<file path="src/rtl/rr_decoder_pkg.sv">
package rr_decoder_pkg;
  localparam int REG_AW = 5;
  localparam int OP_W   = 5;
  localparam int INFO_W = 2 * REG_AW + OP_W + 1 + REG_AW;

  localparam logic [6:0] OPC_FULL = 7'b0110011;
  localparam logic [6:0] OPC_WORD = 7'b0111011;
  localparam logic [6:0] F7_BASE  = 7'b0000000;
  localparam logic [6:0] F7_ALT   = 7'b0100000;

  typedef enum logic [OP_W-1:0] {
    OP_ADD  = 5'd0,  OP_SUB  = 5'd1,  OP_SLL  = 5'd2,  OP_SLT  = 5'd3,
    OP_SLTU = 5'd4,  OP_XOR  = 5'd5,  OP_SRL  = 5'd6,  OP_SRA  = 5'd7,
    OP_OR   = 5'd8,  OP_AND  = 5'd9,  OP_ADDW = 5'd10, OP_SUBW = 5'd11,
    OP_SLLW = 5'd12, OP_SRLW = 5'd13, OP_SRAW = 5'd14
  } alu_op_e;

  typedef struct packed {
    logic [REG_AW-1:0] src1;
    logic [REG_AW-1:0] src2;
    alu_op_e           op;
    logic              wen;
    logic [REG_AW-1:0] dest;
  } info_t;
endpackage

</file>
<file path="src/rtl/rr_fields.sv">
module rr_fields #(
  parameter int XLEN = 64
) (
  input  logic [XLEN-1:0] inst,
  output logic [6:0]      opcode,
  output logic [2:0]      funct3,
  output logic [6:0]      funct7,
  output logic [4:0]      rs1,
  output logic [4:0]      rs2,
  output logic [4:0]      rd
);
  logic unused_upper;
  assign unused_upper = ^inst[XLEN-1:32];

  assign opcode = inst[6:0];
  assign rd     = inst[11:7];
  assign funct3 = inst[14:12];
  assign rs1    = inst[19:15];
  assign rs2    = inst[24:20];
  assign funct7 = inst[31:25];
endmodule

</file>
<file path="src/rtl/rr_group.sv">
module rr_group
  import rr_decoder_pkg::*;
#(
  parameter bit WORD_FORM = 1'b0
) (
  input  logic [6:0] opcode,
  input  logic [2:0] funct3,
  input  logic [6:0] funct7,
  output logic       hit,
  output alu_op_e    op
);
  localparam logic [6:0] MY_OPC = WORD_FORM ? OPC_WORD : OPC_FULL;

  logic opc_ok, base, alt;
  assign opc_ok = (opcode == MY_OPC);
  assign base   = (funct7 == F7_BASE);
  assign alt    = (funct7 == F7_ALT);

  generate
    if (WORD_FORM) begin : g_word
      always_comb begin
        hit = 1'b0;
        op  = OP_ADD;
        if (opc_ok && base) begin
          unique case (funct3)
            3'b000:  begin hit = 1'b1; op = OP_ADDW; end
            3'b001:  begin hit = 1'b1; op = OP_SLLW; end
            3'b101:  begin hit = 1'b1; op = OP_SRLW; end
            default: ;
          endcase
        end else if (opc_ok && alt) begin
          unique case (funct3)
            3'b000:  begin hit = 1'b1; op = OP_SUBW; end
            3'b101:  begin hit = 1'b1; op = OP_SRAW; end
            default: ;
          endcase
        end
      end
    end else begin : g_full
      always_comb begin
        hit = 1'b0;
        op  = OP_ADD;
        if (opc_ok && base) begin
          hit = 1'b1;
          unique case (funct3)
            3'b000: op = OP_ADD;
            3'b001: op = OP_SLL;
            3'b010: op = OP_SLT;
            3'b011: op = OP_SLTU;
            3'b100: op = OP_XOR;
            3'b101: op = OP_SRL;
            3'b110: op = OP_OR;
            3'b111: op = OP_AND;
          endcase
        end else if (opc_ok && alt) begin
          unique case (funct3)
            3'b000:  begin hit = 1'b1; op = OP_SUB; end
            3'b101:  begin hit = 1'b1; op = OP_SRA; end
            default: ;
          endcase
        end
      end
    end
  endgenerate
endmodule

</file>
<file path="src/rtl/rr_decoder.sv">
module rr_decoder
  import rr_decoder_pkg::*;
#(
  parameter int XLEN = 64
) (
  input  logic [XLEN-1:0]   inst_i,
  output logic [INFO_W-1:0] info_o
);
  localparam int N_GROUPS = 2;

  logic [6:0] opcode, funct7;
  logic [2:0] funct3;
  logic [4:0] rs1, rs2, rd;

  rr_fields #(.XLEN(XLEN)) u_fields (
    .inst   (inst_i),
    .opcode (opcode),
    .funct3 (funct3),
    .funct7 (funct7),
    .rs1    (rs1),
    .rs2    (rs2),
    .rd     (rd)
  );

  logic    [N_GROUPS-1:0] grp_hit;
  alu_op_e                grp_op [N_GROUPS];

  generate
    for (genvar g = 0; g < N_GROUPS; g++) begin : g_grp
      rr_group #(.WORD_FORM(g == 1)) u_grp (
        .opcode (opcode),
        .funct3 (funct3),
        .funct7 (funct7),
        .hit    (grp_hit[g]),
        .op     (grp_op[g])
      );
    end
  endgenerate

  info_t word;
  always_comb begin
    word.src1 = rs1;
    word.src2 = rs2;
    word.dest = rd;
    word.wen  = |grp_hit;
    word.op   = OP_ADD;
    for (int g = 0; g < N_GROUPS; g++) begin
      if (grp_hit[g]) word.op = grp_op[g];
    end
  end

  assign info_o = word;
endmodule

</file>
<file path="config.mk">
export PLATFORM = sky130hd
export DESIGN_NAME = rr_decoder
export DESIGN_NICKNAME = d
export VERILOG_FILES = /design/src/rtl/rr_decoder_pkg.sv /design/src/rtl/rr_fields.sv /design/src/rtl/rr_group.sv /design/src/rtl/rr_decoder.sv
export SDC_FILE = /design/constraint.sdc
export NUM_CORES = 1
export LEC_CHECK = 0
export CORE_AREA = 3 3 40 42
export DETAILED_ROUTE_END_ITERATION = 10
export DIE_AREA = 0 0 43 45
export DONT_BUFFER_PORTS = 1
export PLACE_DENSITY_LB_ADDON = 0.15
export SYNTH_ARGS = -nofsm -noshare
export SYNTH_HDL_FRONTEND = slang
export SYNTH_SLANG_ARGS = --single-unit
</file>
<file path="constraint.sdc">
create_clock -name vclk -period 3.1
set_clock_uncertainty 0.1 [all_clocks]
set_input_delay 0.62 -clock vclk [all_inputs]
set_output_delay 0.62 -clock vclk [all_outputs]
set_load 0.02 [all_outputs]
</file>
==> impl_results.md <==
- P per Cell Area: 67.17 nW/um^2
- Post_cts resized: 0
- 1st-iter DRT viols: 3
- Gpl congestion: approximately 0.7
- Commonest non-fill, non-tap cell in the layout: nand2_1
- Io pins: between 80 and 90
- Count of final hold-check violations: 0
- Post-synthesis compound-gate area fraction: 0.2053
- Hold Buf Count CTS: 0
- Top-area cell type share of the netlist area: 0.2815
- Avg Cell Area, Syn: approximately 7.9 um^2
- Met1 WL: 285 um
- Crit path kind: in2out
- Max_slew headroom: 0.6541
- Row cnt: 13
- Final setup vio count: 0
- Flip-flop and latch count: 0
- First-pass GRT wire length: 1248 um
- Vias in the first global route: 286
- Top layer in use: met4
- Final period util: 0.7672
- Vias per inst: between 5 and 6
- Xor-xnor portion of the synthesized cell area: 0
- Hold Crit Class: in2out
- LEAKAGE: around 0.11 nW
- Max-Cap Viols: 0
- # fillers: ~150
- Area contributors post-synth: buf_4 (28%), ha_1 (12%), nor4b_4 (5.6%)
- Critical Path AT: roughly 1700 ps
- Status: completed
- Crit end category: output port
- F_max: roughly 0.42 GHz
- Fin area: about 320 um^2
- Post-Syn Area: ~430 um^2
- Hold Startpoint: inst_i[15]
- Total core area: 1285 um^2
- Slew @ Worst Pin: slightly above 500 ps
- Vert. Die Dim: 45 um
- WL final: ~800 um
- Initial antenna violation count: 0
- Initial Utilization: 0.3320
- Main combinational cell family by area after synthesis: buffers and inverters
- # port buffers: 0
- Setup_tns: 0 ps
- Max-slew violation count: 0
- Gr ovfl total: 0
- Most frequent cells in the layout: nand2_1 (5), ha_1 (4), inv_1 (3)
- RSZ-0062 raised after global routing: false
- Simple-Gate Fraction of Synth Area: 0.3138
- N_diodes: 0
- VDD IR max: 0.00001961 V
- Syn_nets: 122
- Die span in x: 43 um
- Layout Nets: ~110
- Setup WS pre-CTS: about 710 ps
- Largest area contributor in the netlist: buf_4
- Post-Synth Adder-Cell Area: 0.1173
- Largest net degree at the start of global routing: 11
- Post-synthesis cell type count: 28
- Final setup margin: about 720 ps
- Clock buf count: 0
- Met2 Wirelength: slightly above 400 um
- DP Area: 315.3 um^2
- Total power draw: approximately 21 uW
- Required time worst endpoint: roughly 2400 ps
- CP startpoint kind: primary input
- Drc violations: 0
- Gr usage total: 0.08043
- YS warnings: 0
- WL/cell: 15.45 um
- First-pass DRT Iterations: 2
- Via count: 286
- CP startpoint: inst_i[13]
- Crit path max fanout: 4
- Antenna viol nets, final: 0
- Multi-input logic area: 285.3 um^2
- Area Growth Syn to Fin: -26.10%
- Seq. cell area: 0 um^2
- Post-synthesis mux area share: 0.02346
- Share of cells above drive strength 1: 0.2500
- Die ar.: approximately 1900 um^2
- Sequential fraction of the synthesis area: 0
- Gate Count Post-Synth: 54
- WHS: roughly 1100 ps
- Met3 wire length: around 97 um
- Post-DP HPWL: around 700 um
- Hold Path Sink: info_o[16]
- Hold path depth: 0
- Min cycle time layout: 2378 ps
- Setup repair bufs after CTS: 0
cell families (layout without fill, tap and decap cells):
logic type / after synthesis / in the layout
compound gates: 10 / 10
fa+ha+maj: 4 / 4
buf+inv: 21 / 3
mux: 1 / 1
other cells: 1 / 1
simple gates: 17 / 17
critical path: stages:
cell	delay [ps]
inv_1	50
ha_1	230
and2_1	200
mux2i_1	90
a221oi_2	460
cell usage after synthesis (2+ instances only):
master	instances
buf_2	2
nor2_1	2
nand2_1	5
buf_4	16
ha_1	4
inv_1	3
area by class of cell:
cell class | count | share of cell area
inverters | 3 | 0.03571
multi-input cells | 33 | 0.9048
well taps | 15 | 0.05952
power by group:
group          switching, mW  total [mW]  internal [mW]
sequential                 0           0              0
clock                      0           0              0
combinational         0.0110      0.0212         0.0101
total                 0.0110      0.0212         0.0101
layer usage:
metal	up-vias	global-route usage
met5	-	0
met4	0	0.01205
met3	2	0.02789
met2	19	0.1617
met1	131	0.08095
li1	134	-
per-stage QoR:
step                      utilization  instances
after CTS                      0.2454         51
after global routing           0.2454         51
final                          0.2454         51
after detailed placement       0.2454         51
after global placement         0.2454         51
after floorplan                     -         54
worst max-delay path by stage:
stage	end	slack, ps	depth (start not counted)
final	info_o[6]	720	5
after global routing	info_o[6]	630	5
after CTS	info_o[6]	710	5
after detailed placement	info_o[6]	710	5
after global placement	info_o[7]	740	5
after floorplan	info_o[6]	830	5
Note: power is estimated with default switching activity, not from simulation.
